===== config.mk =====
export PLATFORM = sky130hd
export DESIGN_NAME = gpio_mhw_port
export DESIGN_NICKNAME = d
export VERILOG_FILES = /design/src/rtl/gpio_mhw_pkg.sv /design/src/rtl/gpio_mhw_half.sv /design/src/rtl/gpio_mhw_sync.sv /design/src/rtl/gpio_mhw_rdmux.sv /design/src/rtl/gpio_mhw_port.sv
export SDC_FILE = /design/constraint.sdc
export NUM_CORES = 1
export LEC_CHECK = 0
export BUFFER_PORTS_ARGS = -buffer_cell sky130_fd_sc_hd__buf_2
export CORE_MARGIN = 5
export CORE_UTILIZATION = 31
export DETAILED_ROUTE_END_ITERATION = 16
export GPL_TIMING_DRIVEN = 1
export SLEW_MARGIN = 20
export SYNTH_ARGS = -nofsm -noshare
export SYNTH_HDL_FRONTEND = slang
export SYNTH_HIERARCHICAL = 1
export SYNTH_SLANG_ARGS = --single-unit

===== constraint.sdc =====
create_clock -name clk -period 3.8 [get_ports clk]
set_clock_uncertainty 0.1 [all_clocks]
set_input_delay 0.19 -clock clk [delete_from_list [all_inputs] [get_ports clk]]
set_output_delay 0.19 -clock clk [all_outputs]
set_load 0.02 [all_outputs]

===== src/rtl/gpio_mhw_pkg.sv =====
package gpio_mhw_pkg;
  localparam int HALF_W      = 16;
  localparam int BUS_W       = 2 * HALF_W;
  localparam int HALF_STRIDE = 4;          // byte distance between halves
  localparam int PINS_OFS    = 'h70;       // synchronized pin levels
  localparam int VER_OFS     = 'h78;       // identifier word
  localparam logic [BUS_W-1:0] VERSION_ID = 32'h0101_157C;
  localparam int SYNC_STAGES = 2;
endpackage


===== src/rtl/gpio_mhw_half.sv =====
module gpio_mhw_half
  import gpio_mhw_pkg::*;
(
  input  logic              clk,
  input  logic              rst_n,
  input  logic              wr_hit,
  input  logic [BUS_W-1:0]  wdata,
  output logic [HALF_W-1:0] q
);
  logic [HALF_W-1:0] bit_en;
  logic [HALF_W-1:0] bit_val;
  logic [HALF_W-1:0] q_next;

  assign bit_en  = wdata[BUS_W-1:HALF_W];
  assign bit_val = wdata[HALF_W-1:0];
  assign q_next  = (q & ~bit_en) | (bit_val & bit_en);

  always_ff @(posedge clk) begin
    if (!rst_n)      q <= '0;
    else if (wr_hit) q <= q_next;
  end
endmodule


===== src/rtl/gpio_mhw_sync.sv =====
module gpio_mhw_sync #(
  parameter int WIDTH  = 32,
  parameter int STAGES = 2
) (
  input  logic             clk,
  input  logic             rst_n,
  input  logic [WIDTH-1:0] d,
  output logic [WIDTH-1:0] q
);
  logic [WIDTH-1:0] stage [STAGES];

  always_ff @(posedge clk) begin
    if (!rst_n) begin
      for (int s = 0; s < STAGES; s++) stage[s] <= '0;
    end else begin
      stage[0] <= d;
      for (int s = 1; s < STAGES; s++) stage[s] <= stage[s-1];
    end
  end

  assign q = stage[STAGES-1];
endmodule


===== src/rtl/gpio_mhw_rdmux.sv =====
module gpio_mhw_rdmux
  import gpio_mhw_pkg::*;
#(
  parameter int ADDR_W = 8,
  parameter int NHALF  = 4,
  parameter int PINS   = 32
) (
  input  logic [ADDR_W-1:0]       addr,
  input  logic [NHALF*HALF_W-1:0] ctrl_flat,
  input  logic [PINS-1:0]         pins_sync,
  output logic [BUS_W-1:0]        word
);
  always_comb begin
    word = '0;
    for (int k = 0; k < NHALF; k++) begin
      if (addr == ADDR_W'(k * HALF_STRIDE))
        word = BUS_W'(ctrl_flat[k*HALF_W +: HALF_W]);
    end
    if (addr == ADDR_W'(PINS_OFS)) word = BUS_W'(pins_sync);
    if (addr == ADDR_W'(VER_OFS))  word = VERSION_ID;
  end
endmodule


===== src/rtl/gpio_mhw_port.sv =====
module gpio_mhw_port
  import gpio_mhw_pkg::*;
#(
  parameter int ADDR_W = 8,
  parameter int PINS   = 32
) (
  input  logic              clk,
  input  logic              rst_n,
  input  logic [ADDR_W-1:0] bus_addr,
  input  logic              bus_wr,
  input  logic              bus_rd,
  input  logic [BUS_W-1:0]  bus_wdata,
  output logic [BUS_W-1:0]  bus_rdata,
  input  logic [PINS-1:0]   pin_in,
  output logic [PINS-1:0]   pin_out,
  output logic [PINS-1:0]   pin_oe
);
  localparam int HALVES_PER_REG = PINS / HALF_W;
  localparam int NHALF          = 2 * HALVES_PER_REG;

  logic [NHALF*HALF_W-1:0] ctrl_flat;
  logic [PINS-1:0]         pins_sync;
  logic [BUS_W-1:0]        rd_word;

  // Halves 0..HALVES_PER_REG-1 hold output levels, the rest drive enables.
  for (genvar k = 0; k < NHALF; k++) begin : g_half
    logic hit;
    assign hit = bus_wr && (bus_addr == ADDR_W'(k * HALF_STRIDE));
    gpio_mhw_half u_half (
      .clk    (clk),
      .rst_n  (rst_n),
      .wr_hit (hit),
      .wdata  (bus_wdata),
      .q      (ctrl_flat[k*HALF_W +: HALF_W])
    );
  end

  assign pin_out = ctrl_flat[PINS-1:0];
  assign pin_oe  = ctrl_flat[2*PINS-1:PINS];

  gpio_mhw_sync #(.WIDTH(PINS), .STAGES(SYNC_STAGES)) u_sync (
    .clk   (clk),
    .rst_n (rst_n),
    .d     (pin_in),
    .q     (pins_sync)
  );

  gpio_mhw_rdmux #(.ADDR_W(ADDR_W), .NHALF(NHALF), .PINS(PINS)) u_rdmux (
    .addr      (bus_addr),
    .ctrl_flat (ctrl_flat),
    .pins_sync (pins_sync),
    .word      (rd_word)
  );

  always_ff @(posedge clk) begin
    if (!rst_n)      bus_rdata <= '0;
    else if (bus_rd) bus_rdata <= rd_word;
  end
endmodule


## After elaboration in Yosys (flattened, before gate mapping)

Memory sizes are Yosys's and may differ from the RTL's.
Cells that the tools add are included.

| storage, ports and cells | value |
|---|---|
| memories | 1 |
| bits of input ports | 76 |
| output and inout bits | 96 |
| register bits after elaboration | 96 |
| RAM bits | 64 |

| cells by class | value |
|---|---|
| mux-type cells | 10 |
| bitwise gates (word level) | 12 |
| reduce and logical (&&, ||, !) cells | 5 |
| equality and inequality tests | 5 |

Memory list:

| memory | words | bits a word | rd ports | clocked after Yosys merged registers in | wr ports | RTL line | RTL |
|---|---|---|---|---|---|---|---|
| u_sync.stage | 2 | 32 | 2 | 0 | 2 | gpio_mhw_sync.sv:10 | `logic [WIDTH-1:0] stage [STAGES];` |

Operators by type and width:

| operator | number |
|---|---|
| 32-bit 2-to-1 mux | 4 |
| 16-bit AND | 5 |
| 16-bit 2-to-1 mux | 4 |
| 16-bit bitwise OR | 4 |
| 8-bit by 4-bit equality test with 1-bit output (second input constant) | 2 |
| 8-bit by 7-bit equality test with 1-bit output (second input constant) | 2 |
| 16-bit inverter | 1 |
| 8-bit by 3-bit equality test with 1-bit output (second input constant) | 1 |
| 8-bit logical NOT | 1 |
| 1-bit logical AND | 4 |
| 1-bit 2-to-1 mux | 2 |
| 1-bit bitwise OR | 2 |

## Depth between registers and ports, before layout

| depth | value |
|---|---|
| word-level depth | 7 |
| gate-level depth with buffers | 8 |
| mapped depth without buffers | 6 |

## Hierarchy

The synthesis kept the hierarchy.

Modules (own cells, without submodules):

| module | instances | seq. area each (µm²) | area each (µm²) | cells each |
|---|---|---|---|---|
| gpio_mhw_half | 4 | 320.3 | 750.7 | 85 |
| gpio_mhw_sync | 1 | 1281.2 | 2031.9 | 166 |
| gpio_mhw_port | 1 | 640.6 | 1255.0 | 111 |
| gpio_mhw_rdmux | 1 | 0.0 | 898.4 | 137 |

## Worst setup path before layout

Ideal clock, no wire load.

| path | value |
|---|---|
| path type | input to register |
| start | input port bus_addr[4] |
| end | register bus_rdata[13] |
| cell stages on the path | 7 |
| path buffers | 1 |
| arrival time | 1535 ps |
| setup slack | 2100 ps |
| required time | 3635 ps |
| cells stage by stage | or4_4 -> nor3_4 -> buf_6 -> a32oi_1 -> a21oi_1 -> mux2i_1 -> nor2b_1 |

| between the ends | value |
|---|---|
| longest elaborated chain between the ends | 7 |

Ends and longest elaborated chain:

| element | RTL line | RTL |
|---|---|---|
| from (decl) | gpio_mhw_port.sv:9 | `input logic [ADDR_W-1:0] bus_addr,` |
| 8-bit logical NOT | gpio_mhw_rdmux.sv:16 | `if (addr == ADDR_W'(k * HALF_STRIDE))` |
| 16-bit 2-to-1 mux (4 in series) | gpio_mhw_rdmux.sv:16 |  |
| 32-bit 2-to-1 mux | gpio_mhw_rdmux.sv:19 | `if (addr == ADDR_W'(PINS_OFS)) word = BUS_W'(pins_sync);` |
| 32-bit 2-to-1 mux (*) | gpio_mhw_rdmux.sv:20 | `if (addr == ADDR_W'(VER_OFS)) word = VERSION_ID;` |
| via rd_word[13] | gpio_mhw_port.sv:23 | `logic [BUS_W-1:0] rd_word;` |
| to (signal assigned) | gpio_mhw_port.sv:57 | `else if (bus_rd) bus_rdata <= rd_word;` |
| to (decl) | gpio_mhw_port.sv:13 | `output logic [BUS_W-1:0] bus_rdata,` |

Mark *: on every way through the listed nets, which the timed path passes. The rest lies on a longest branch.
A chain may end at the register's enable or synchronous reset.

==> flow_summary.toml <==
[status]
status = "complete, no violations"

[yosys]
ys_ff_latch = 160
synth.area.top_cells = "dfxtp_1 (45%), mux2i_1 (13%), nand2_1 (8.8%)"
synth_nets = 830
ys_warn_count = 6
async_reset_ff_frac = 0
syn_area_um2 = 7188
netlist_instances = 754
synth-seq-area-share = 0.4456
synth_area_per_cell_um2 = 9.533
synth.distinct_cells = 33
synth_edf_count = 0
synth.largest_area_cell = "dfxtp_1"
synthFlopType = "dfxtp_1"
synth_top_area_frac = 0.4456

[flow_run]
max_cap_violations = 0

[critical_path]
cp_max_fo = 39
end_kind = "flop"
worstSetupStartpoint = "bus_addr[3]"
crit_type = "primary input to flop"
worst_setup_path_start_kind = "primary input"
cp.required_ps = 4000
arrival_ps = 2610

[timing]
setup_tns_ps = 0
hold_viol_final = 0
finalCriticalPeriod_ps = 2418
rsz0062_at_grt = "no"
max_freq_mhz = 413.6
whs_ps = 247.0
slew_violations = 0
slew_headroom = 0.3137
period_share = 0.6363
max_slew.worst_pin.slew_ps = 1029
setup_ws_ps = 1382
setup_violations = 0

[global_route]
grt_pass1_wl_um = 31020
grt_antenna_before_repair = 1
grt_use_total = 0.1502
grt_start_max_net_pins = 132
grt_pass1_vias = 5744
overflow = 0

[die]
die_area_um2 = 26330
io_pins = 172
die_y_um = 162.3
dieWidth_um = 162.3
rows = 55
start_util = 0.3165
core_um2 = 22710

[clock_network]
cts_setup_buffers = 0
cts-root-buf = "clkbuf_16"
clkTransAtPathRegs_ps = 70
numCtsBuffers = 17
cts.htree.levels = 4
cts_tree = "done"
insertion_delay_ps = 410
cts_sinks = 160
cts_buffer_depth = 2

[layout]
nFillCells = 2272
area_delta_synth_final_pct = 29.19
fin_cells = 1248
nets = 1026
drive_gt1_frac = 0.3410

[drt]
vias = 5570
first_pass_iters = 4
ant_nets = 0
avgViaCountPerCell = 4.463
wl_per_cell_um = 15.79
wl_um = 19700
drt_iter0_drc = 254
drcViolationCount = 0

[placement]
portBuffers = 171
place_inst = 1136
pre_cts_slack_ps = 1123
gp_congestion = 0.7737
hpwlAfterDp_um = 13100

[power]
ir_worst_vdd_mv = 0.2084
power.density_nw_per_um2 = 414.0
leakage_nw = 4.471

[worst_hold_path]
worstHoldStart = "rst_n"
hp-class = "primary input to flop"
power by group:
part	switching (W)	internal (W)
combinational	0.000132	0.000129
sequential	0.00000686	0.00171
clock	0.000737	0.00113
cells in the mapped netlist (2+ instances only):
library cell	number
a21oi_1	23
a32oi_1	8
and2_2	64
and3_1	14
buf_12	4
buf_2	5
buf_4	35
buf_6	17
clkbuf_1	12
clkbuf_2	6
dfxtp_1	160
inv_1	10
mux2i_1	96
mux4_2	8
nand2_1	169
nand2_2	40
nand2b_1	7
nor2b_1	33
nor3_1	11
nor4b_1	2
o21a_1	2
o21ai_0	17
worst max-delay path: stages:
cell and delay, ps:
buf_2 600, or4b_1 560, nor3_2 120, buf_4 330, nand2_1 110, mux2i_1 130, dlygate4sd3_1 550
final cells by class:
cell class / count / area, um2 / share of cell area
clock inverters: 13 / 201.4 / 0.02169
repair buffers: 256 / 1713 / 0.1845
well taps: 285 / 356.6 / 0.03840
multi-input cells: 505 / 3333 / 0.3589
diodes: 1 / 2.502 / 0.0002695
flip-flops and latches: 160 / 3203 / 0.3449
clock buffers: 18 / 439.2 / 0.04729
inverters: 10 / 37.54 / 0.004042
cells by family (layout without fill, tap and decap cells):
group                  count (synthesis)  in the layout  synth area share
and+or+nand+nor                      351            351            0.2625
DFF                                  160            160            0.4456
muxes                                104            104            0.1587
buffers and inverters                 89            297           0.09347
AOI/OAI and AO/OA                     50             50           0.03969
other                                  0              1                 0
metal layers:
metal  vias up  GRT usage  wire (um)  part of all wire
li1       2824          -          -                 -
met1      2594     0.1792       8422              0.43
met2       131     0.2599       9774              0.50
met3        21    0.03806       1102             0.056
met4         0    0.05652        400             0.020
met5         -          0          0                 0
worst paths after layout:
kind / cells after the start / end / slack (ps)
worst min-delay path: 3 / flop / 250
worst max-delay path: 7 / flop / 1380
worst max register to register: 5 / bus_rdata[12] / 2310
worst min register to register: 1 / u_sync/stage[0][45] / 340
through the flow:
stage / instance area, um2 / utilization / power [W]
2_1_floorplan: 7188 / - / 0.001898
3_3_place_gp: 7843 / 0.3453 / 0.001962
3_5_place_dp: 7843 / 0.3453 / 0.001964
4_1_cts: 9284 / 0.4088 / 0.003901
5_1_grt: 9286 / 0.4089 / 0.004000
6_report: 9286 / 0.4089 / 0.003845
placed cells by master, fill, tap and decap left out, drive strengths merged, types with 3 or more instances in the layout:
master	Yosys	final
nand2b	7	7
dlygate4sd3	0	80
o21ai	17	17
nor3	12	12
bufinv	0	4
mux2i	96	96
nand2	209	209
clkbuf	18	18
a32oi	8	8
a21oi	23	23
and2	64	64
clkinv	0	3
dfxtp	160	160
mux4	8	8
inv	10	14
nor2b	33	33
buf	61	176
and3	15	15
timing repair:
action	in CTS	in global routing
hold buffers	80	0
hold endpoints to repair	96	0
gates resized for setup	0	0
Power figures use the tool's default switching activity.
